### src/rtl/cvt_req_pkg.sv
package cvt_req_pkg;

  localparam int NSRC    = 4;
  localparam int SRC_RDY = 0;
  localparam int SRC_OVR = 1;
  localparam int SRC_WIN = 2;
  localparam int SRC_SYN = 3;

  localparam int NEVO    = 2;
  localparam int EVO_RDY = 0;
  localparam int EVO_WIN = 1;

  localparam int REG_FLAG   = 0;
  localparam int REG_ENSET  = 1;
  localparam int REG_ENCLR  = 2;
  localparam int REG_EVCFG  = 3;
  localparam int REG_RESULT = 4;

  // sticky flag update: a hardware set takes priority over a write-one clear
  function automatic logic [NSRC-1:0] flag_next(
    input logic [NSRC-1:0] cur,
    input logic [NSRC-1:0] set,
    input logic [NSRC-1:0] clr
  );
    return (cur & ~clr) | set;
  endfunction

  // enable mask update from the set and clear addresses
  function automatic logic [NSRC-1:0] mask_next(
    input logic [NSRC-1:0] cur,
    input logic [NSRC-1:0] set,
    input logic [NSRC-1:0] clr
  );
    return (cur | set) & ~clr;
  endfunction

  // pending request: a new result keeps it up even against a read
  function automatic logic pend_next(
    input logic cur,
    input logic raise,
    input logic drop
  );
    return raise | (cur & ~drop);
  endfunction

endpackage

### src/rtl/cvt_flag_bank.sv
module cvt_flag_bank
  import cvt_req_pkg::*;
#(
  parameter int N = NSRC
) (
  input  logic         clk,
  input  logic         rst_n,
  input  logic [N-1:0] set_i,
  input  logic [N-1:0] clr_i,
  input  logic [N-1:0] en_set_i,
  input  logic [N-1:0] en_clr_i,
  output logic [N-1:0] flag_o,
  output logic [N-1:0] en_o,
  output logic         irq_o
);

  logic [N-1:0] flag_q;
  logic [N-1:0] en_q;
  logic [N-1:0] live;

  for (genvar i = 0; i < N; i++) begin : g_src
    always_ff @(posedge clk or negedge rst_n) begin
      if (!rst_n) begin
        flag_q[i] <= 1'b0;
        en_q[i]   <= 1'b0;
      end else begin
        flag_q[i] <= set_i[i] | (flag_q[i] & ~clr_i[i]);
        en_q[i]   <= (en_q[i] | en_set_i[i]) & ~en_clr_i[i];
      end
    end
    assign live[i] = flag_q[i] & en_q[i];
  end

  assign flag_o = flag_q;
  assign en_o   = en_q;
  assign irq_o  = |live;

endmodule

### src/rtl/cvt_result_path.sv
module cvt_result_path
  import cvt_req_pkg::*;
#(
  parameter int RES_W = 12
) (
  input  logic             clk,
  input  logic             rst_n,
  input  logic             smp_done_i,
  input  logic             avg_done_i,
  input  logic             avg_mode_i,
  input  logic [RES_W-1:0] res_data_i,
  input  logic             res_rd_i,
  output logic             rdy_evt_o,
  output logic             lost_o,
  output logic             dma_o,
  output logic [RES_W-1:0] result_o
);

  logic             dma_q;
  logic [RES_W-1:0] res_q;
  logic             rdy;

  // in averaging mode only the end of the run counts as a result
  assign rdy = avg_mode_i ? avg_done_i : smp_done_i;

  always_ff @(posedge clk or negedge rst_n) begin
    if (!rst_n) begin
      dma_q <= 1'b0;
      res_q <= '0;
    end else begin
      dma_q <= pend_next(dma_q, rdy, res_rd_i);
      if (rdy) res_q <= res_data_i;
    end
  end

  // previous result still pending and not being taken now
  assign lost_o    = rdy & dma_q & ~res_rd_i;
  assign rdy_evt_o = rdy;
  assign dma_o     = dma_q;
  assign result_o  = res_q;

endmodule

### src/rtl/cvt_evt_gate.sv
module cvt_evt_gate
  import cvt_req_pkg::*;
#(
  parameter int NIN = 2
) (
  input  logic            clk,
  input  logic            rst_n,
  input  logic            rdy_evt_i,
  input  logic            win_i,
  input  logic [NEVO-1:0] cfg_i,
  input  logic [NIN-1:0]  strobe_i,
  output logic            evout_rdy_o,
  output logic            evout_win_o,
  output logic [NIN-1:0]  pulse_o
);

  logic [NIN-1:0] prev_q;
  logic [NIN-1:0] pulse_q;

  assign evout_rdy_o = rdy_evt_i & cfg_i[EVO_RDY];
  assign evout_win_o = win_i & cfg_i[EVO_WIN];

  for (genvar k = 0; k < NIN; k++) begin : g_edge
    always_ff @(posedge clk or negedge rst_n) begin
      if (!rst_n) begin
        prev_q[k]  <= 1'b0;
        pulse_q[k] <= 1'b0;
      end else begin
        prev_q[k]  <= strobe_i[k];
        pulse_q[k] <= strobe_i[k] & ~prev_q[k];
      end
    end
  end

  assign pulse_o = pulse_q;

endmodule

### src/rtl/cvt_req_unit.sv
module cvt_req_unit
  import cvt_req_pkg::*;
#(
  parameter int RES_W  = 12,
  parameter int BUS_W  = 16,
  parameter int ADDR_W = 3
) (
  input  logic              clk,
  input  logic              rst_n,
  input  logic              smp_done_i,
  input  logic              avg_done_i,
  input  logic              avg_mode_i,
  input  logic [RES_W-1:0]  res_data_i,
  input  logic              ovr_i,
  input  logic              win_i,
  input  logic              syn_i,
  input  logic              evin_start_i,
  input  logic              evin_flush_i,
  input  logic              bus_sel_i,
  input  logic              bus_wr_i,
  input  logic [ADDR_W-1:0] bus_addr_i,
  input  logic [BUS_W-1:0]  bus_wdata_i,
  output logic [BUS_W-1:0]  bus_rdata_o,
  output logic              irq_o,
  output logic              dma_req_o,
  output logic              evout_rdy_o,
  output logic              evout_win_o,
  output logic              start_pulse_o,
  output logic              flush_pulse_o
);

  localparam int PAD_F = BUS_W - NSRC;
  localparam int PAD_E = BUS_W - NEVO;
  localparam int PAD_R = BUS_W - RES_W;

  // named internal events, also observed by the checker
  logic              wr_stb, rd_stb;
  logic              hit_flag, hit_enset, hit_enclr, hit_evcfg, hit_res;
  logic [NSRC-1:0]   flag_clr_w, en_set_w, en_clr_w;
  logic [NSRC-1:0]   flag_set_w;
  logic [NSRC-1:0]   flag_q, en_q;
  logic              rdy_evt, lost_evt, res_rd;
  logic [RES_W-1:0]  result_q;
  logic [NEVO-1:0]   evcfg_q;
  logic [1:0]        pulses;
  logic              unused_wdata;

  assign wr_stb    = bus_sel_i & bus_wr_i;
  assign rd_stb    = bus_sel_i & ~bus_wr_i;
  assign hit_flag  = bus_addr_i == ADDR_W'(REG_FLAG);
  assign hit_enset = bus_addr_i == ADDR_W'(REG_ENSET);
  assign hit_enclr = bus_addr_i == ADDR_W'(REG_ENCLR);
  assign hit_evcfg = bus_addr_i == ADDR_W'(REG_EVCFG);
  assign hit_res   = bus_addr_i == ADDR_W'(REG_RESULT);

  assign flag_clr_w = (wr_stb && hit_flag)  ? bus_wdata_i[NSRC-1:0] : '0;
  assign en_set_w   = (wr_stb && hit_enset) ? bus_wdata_i[NSRC-1:0] : '0;
  assign en_clr_w   = (wr_stb && hit_enclr) ? bus_wdata_i[NSRC-1:0] : '0;
  assign res_rd     = rd_stb & hit_res;
  assign unused_wdata = ^bus_wdata_i[BUS_W-1:NSRC];

  cvt_result_path #(.RES_W(RES_W)) u_res (
    .clk        (clk),
    .rst_n      (rst_n),
    .smp_done_i (smp_done_i),
    .avg_done_i (avg_done_i),
    .avg_mode_i (avg_mode_i),
    .res_data_i (res_data_i),
    .res_rd_i   (res_rd),
    .rdy_evt_o  (rdy_evt),
    .lost_o     (lost_evt),
    .dma_o      (dma_req_o),
    .result_o   (result_q)
  );

  always_comb begin
    flag_set_w          = '0;
    flag_set_w[SRC_RDY] = rdy_evt;
    flag_set_w[SRC_OVR] = ovr_i | lost_evt;
    flag_set_w[SRC_WIN] = win_i;
    flag_set_w[SRC_SYN] = syn_i;
  end

  cvt_flag_bank #(.N(NSRC)) u_flags (
    .clk      (clk),
    .rst_n    (rst_n),
    .set_i    (flag_set_w),
    .clr_i    (flag_clr_w),
    .en_set_i (en_set_w),
    .en_clr_i (en_clr_w),
    .flag_o   (flag_q),
    .en_o     (en_q),
    .irq_o    (irq_o)
  );

  always_ff @(posedge clk or negedge rst_n) begin
    if (!rst_n)                 evcfg_q <= '0;
    else if (wr_stb && hit_evcfg) evcfg_q <= bus_wdata_i[NEVO-1:0];
  end

  cvt_evt_gate #(.NIN(2)) u_evt (
    .clk         (clk),
    .rst_n       (rst_n),
    .rdy_evt_i   (rdy_evt),
    .win_i       (win_i),
    .cfg_i       (evcfg_q),
    .strobe_i    ({evin_flush_i, evin_start_i}),
    .evout_rdy_o (evout_rdy_o),
    .evout_win_o (evout_win_o),
    .pulse_o     (pulses)
  );

  assign start_pulse_o = pulses[0];
  assign flush_pulse_o = pulses[1];

  always_comb begin
    bus_rdata_o = '0;
    if (rd_stb) begin
      if (hit_flag)                   bus_rdata_o = {{PAD_F{1'b0}}, flag_q};
      else if (hit_enset || hit_enclr) bus_rdata_o = {{PAD_F{1'b0}}, en_q};
      else if (hit_evcfg)             bus_rdata_o = {{PAD_E{1'b0}}, evcfg_q};
      else if (hit_res)               bus_rdata_o = {{PAD_R{1'b0}}, result_q};
    end
  end

endmodule

### config.mk
export PLATFORM = sky130hd
export DESIGN_NAME = cvt_req_unit
export DESIGN_NICKNAME = d
export VERILOG_FILES = /design/src/rtl/cvt_req_pkg.sv /design/src/rtl/cvt_flag_bank.sv /design/src/rtl/cvt_result_path.sv /design/src/rtl/cvt_evt_gate.sv /design/src/rtl/cvt_req_unit.sv
export SDC_FILE = /design/constraint.sdc
export NUM_CORES = 1
export LEC_CHECK = 0
export BUFFER_PORTS_ARGS = -buffer_cell sky130_fd_sc_hd__buf_2
export CAP_MARGIN = 0
export CORE_MARGIN = 2
export CORE_UTILIZATION = 35
export CTS_CLUSTER_SIZE = 16
export DETAILED_ROUTE_END_ITERATION = 12
export PLACE_DENSITY = 0.65
export SETUP_SLACK_MARGIN = 0.4
export SYNTH_ARGS = -nofsm -noshare
export SYNTH_HDL_FRONTEND = slang
export SYNTH_HIERARCHICAL = 1
export SYNTH_SLANG_ARGS = --single-unit
### constraint.sdc
create_clock -name clk -period 1 [get_ports clk]
set_input_delay 0.1 -clock clk [delete_from_list [all_inputs] [get_ports clk]]
set_output_delay 0.1 -clock clk [all_outputs]
set_load 0.05 [all_outputs]
==> results.sh <==
export IMPL_status="finished with violations"
export IMPL_violations="negative setup slack"
export IMPL_finalHoldViolCount=0
export IMPL_synth_edff_count=0
export IMPL_utilization_pct=61.6
export IMPL_viasPerCell=4.70
export IMPL_cp_slowest_cell="dfrtp_1"
export IMPL_grt_pass1_wl_um=6020
export IMPL_final_cell_area_um2=2460
export IMPL_holdWs_ns=0.0144
export IMPL_grt_max_degree=28
export IMPL_period_share_pct=139
export IMPL_netlist_cell_type_count=34
export IMPL_vdd_ir_drop_max_mv=0.735
export IMPL_async_flop_share_pct=100
export IMPL_nets=257
export IMPL_worst_slack_ns=-0.394
export IMPL_p_leak_nw=1.15
export IMPL_netlist_top_cells_count="dfrtp_1, and2_1, nor2_1"
export IMPL_path_class="reg2out"
export IMPL_critPathRequiredTime_ns=0.90
export IMPL_setup_viol=16
export IMPL_postRouteAntennaNets=0
export IMPL_clk_pin_slew_worst_paths_ns=0.09
export IMPL_cts_sinks=27
export IMPL_drtIter0Drc=33
export IMPL_yosys_area_top_type="dfrtp_1"
export IMPL_tritoncts="done"
export IMPL_max_cap_violations=0
export IMPL_clock_latency_ns=0.28
export IMPL_power_density_nw_per_um2=1230
export IMPL_startpoint_type="register"
export IMPL_slowest_delay_ns=0.39
export IMPL_synthTopCellsByArea="dfrtp_1, and2_1, mux2_4"
export IMPL_synth_ff_type="dfrtp_1"
export IMPL_ys_ff_latch=27
export IMPL_rows=23
export IMPL_grt_setup_unrepaired="yes"
export IMPL_cts_htree_levels=1
export IMPL_yosysTopAreaCellShare_pct=46.2
export IMPL_place_congestion=0.900
export IMPL_cp_max_fo=3
export IMPL_hold_class="in2reg"
export IMPL_yosysWarnings=6
export IMPL_postSynthAreaPerCell_um2=10.8
export IMPL_die_y_um=68.7
export IMPL_antenna_found_initial=0
export IMPL_drc_errors=0
export IMPL_skew_ns=0.000342
export IMPL_num_fill_cells=323
export IMPL_drive_gt1_share_pct=66.2
export IMPL_dp_hpwl_um=2660
export IMPL_numCtsBuffers=3
export IMPL_yosysMostFrequentCell="dfrtp_1"
export IMPL_dpl_cell_count=249
export IMPL_finalWirelength_um=3810
export IMPL_die_w_um=68.7
export IMPL_max_freq_mhz=717
export IMPL_overflow=0
export IMPL_initial_utilization_pct=36.6
export IMPL_fin_setup_tns_ns=-2.86
export IMPL_cp_end_kind="output port"
export IMPL_io_pins=65
export IMPL_core_area_um2=4000
export IMPL_arrival_ns=1.29
export IMPL_first_pass_iters=4
export IMPL_clk_path_buf_depth=2
export IMPL_ys_seq_area_share_pct=46.2
export IMPL_grt_total_usage_pct=17.4
export IMPL_port_buffers=48
export IMPL_syn_cell_area_um2=1460
export IMPL_diodes=0
export IMPL_routedWlPerCell_um=14.5
export IMPL_vias=1237
export IMPL_stdcell_count=263
export IMPL_grt_pass1_vias=1282
export IMPL_drv_slew=0
export IMPL_root_buffer="clkbuf_8"
export IMPL_placed_cell_area_um2=1980
export IMPL_cp_cell_sequence="mux2i_1 -> a21o_1 -> a211oi_4 -> buf_6"
export IMPL_period_needed_ns=1.39
export IMPL_syn_instance_count=136
export IMPL_dieArea_um2=4720
export IMPL_area_growth_pct=68.4
==> path summary, 6_finish.rpt <==
path / from / endpoint / slack, ns / depth (start not counted)
worst max register to register: u_res/dma_o / u_flags/flag_o[1] / 0 / 4
worst min-delay path: syn_i / u_flags/flag_o[3] / 0.01 / 2
worst min register to register: u_evt/prev_q[1] / u_evt/pulse_o[1] / 0.46 / 1
worst max-delay path: u_flags/en_o[0] / bus_rdata_o[0] / -0.39 / 4
min in group asynchronous: rst_n / u_flags/flag_o[2] / 0.28 / 3
max in group asynchronous: rst_n / u_evt/pulse_o[0] / 0.55 / 3
==> cells by family after synthesis <==
logic type / Yosys count / share of synthesized area, %
AO/OA/AOI/OAI: 17 / 7.78
AND/OR/NAND/NOR: 59 / 24.0
other: 1 / 0.256
buffers and inverters: 15 / 6.32
multiplexers: 17 / 15.5
flip-flops: 27 / 46.2
==> flip-flops by register name, summed over array words and instances, names as in the netlist <==
| name | count |
|---|---|
| u_res/result_o | 12 |
| u_flags/en_o | 4 |
| u_flags/flag_o | 4 |
| evcfg_q | 2 |
| u_evt/prev_q | 2 |
| u_evt/pulse_o | 2 |
| u_res/dma_o | 1 |
==> final cells by class <==
class / instances / area (µm²) / share of cell area [%]
clock inverters: 1 / 5.00 / 0.203
repair buffers: 79 / 753 / 30.6
clock buffers: 3 / 41.3 / 1.68
multi-input cells: 97 / 900 / 36.5
well taps: 50 / 62.6 / 2.54
flip-flops and latches: 27 / 681 / 27.6
inverters: 6 / 22.5 / 0.914
==> placed cells by master (no fill, tap or decap), types with 2 or more instances in the layout <==
cell type      instances
dfrtp_1               23
conb_1                 4
mux2_4                12
a22oi_2                2
o21ai_2                2
inv_2                  2
and2_1                 9
buf_6                 22
dlygate4sd3_1          3
buf_2                 24
nand3b_1               2
buf_8                 14
nand2b_4               2
nand2_1                5
nor2b_4                3
nor3_4                 2
nor2_1                 8
buf_4                 14
buf_12                 2
a31oi_2                2
clkbuf_8               3
mux2_2                 2
inv_1                  4
dfrtp_2                4
a21o_1                 4
nor2_4                 4
o21ai_0                3
mux2i_1                2
and2_4                13
==> stage by stage <==
stage | total power, mW | setup slack [ns]
floorplan | 1.87 | -0.225
global placement | 2.14 | -0.333
detailed placement | 2.16 | -0.359
CTS | 3.00 | -0.431
global route | 3.19 | -0.457
finish | 3.04 | -0.394
==> routing by layer <==
layer | wire (µm) | global-route usage [%] | share of wire (%)
met4 | 32 | 4.75 | 0.84
met1 | 1560 | 20.8 | 41
met2 | 1950 | 31.4 | 51
met5 | 0 | 0 | 0
met3 | 273 | 3.73 | 7.2
==> worst max-delay path, delay by kind of cell, from the launching register on <==
kind / cells / cell delay (ns)
compound gates: 2 / 0.36
buf+inv: 1 / 0.19
flops: 1 / 0.39
mux: 1 / 0.08
==> where the power goes <==
group / switching [mW] / leakage, nW / internal [mW]
combinational: 0.491 / 0.822 / 0.564
clock: 0.358 / 0.0255 / 0.280
sequential: 0.119 / 0.303 / 1.22
total: 0.969 / 1.15 / 2.07
==> what timing repair did <==
action                                 CTS  global route
gates resized for setup                 94            17
setup buffers                            5             2
endpoints found under the hold margin   29             0
hold buffers                             3             0
pin swaps                               16             9
setup endpoints to repair               41            41
Power figures use the tool's default switching activity.
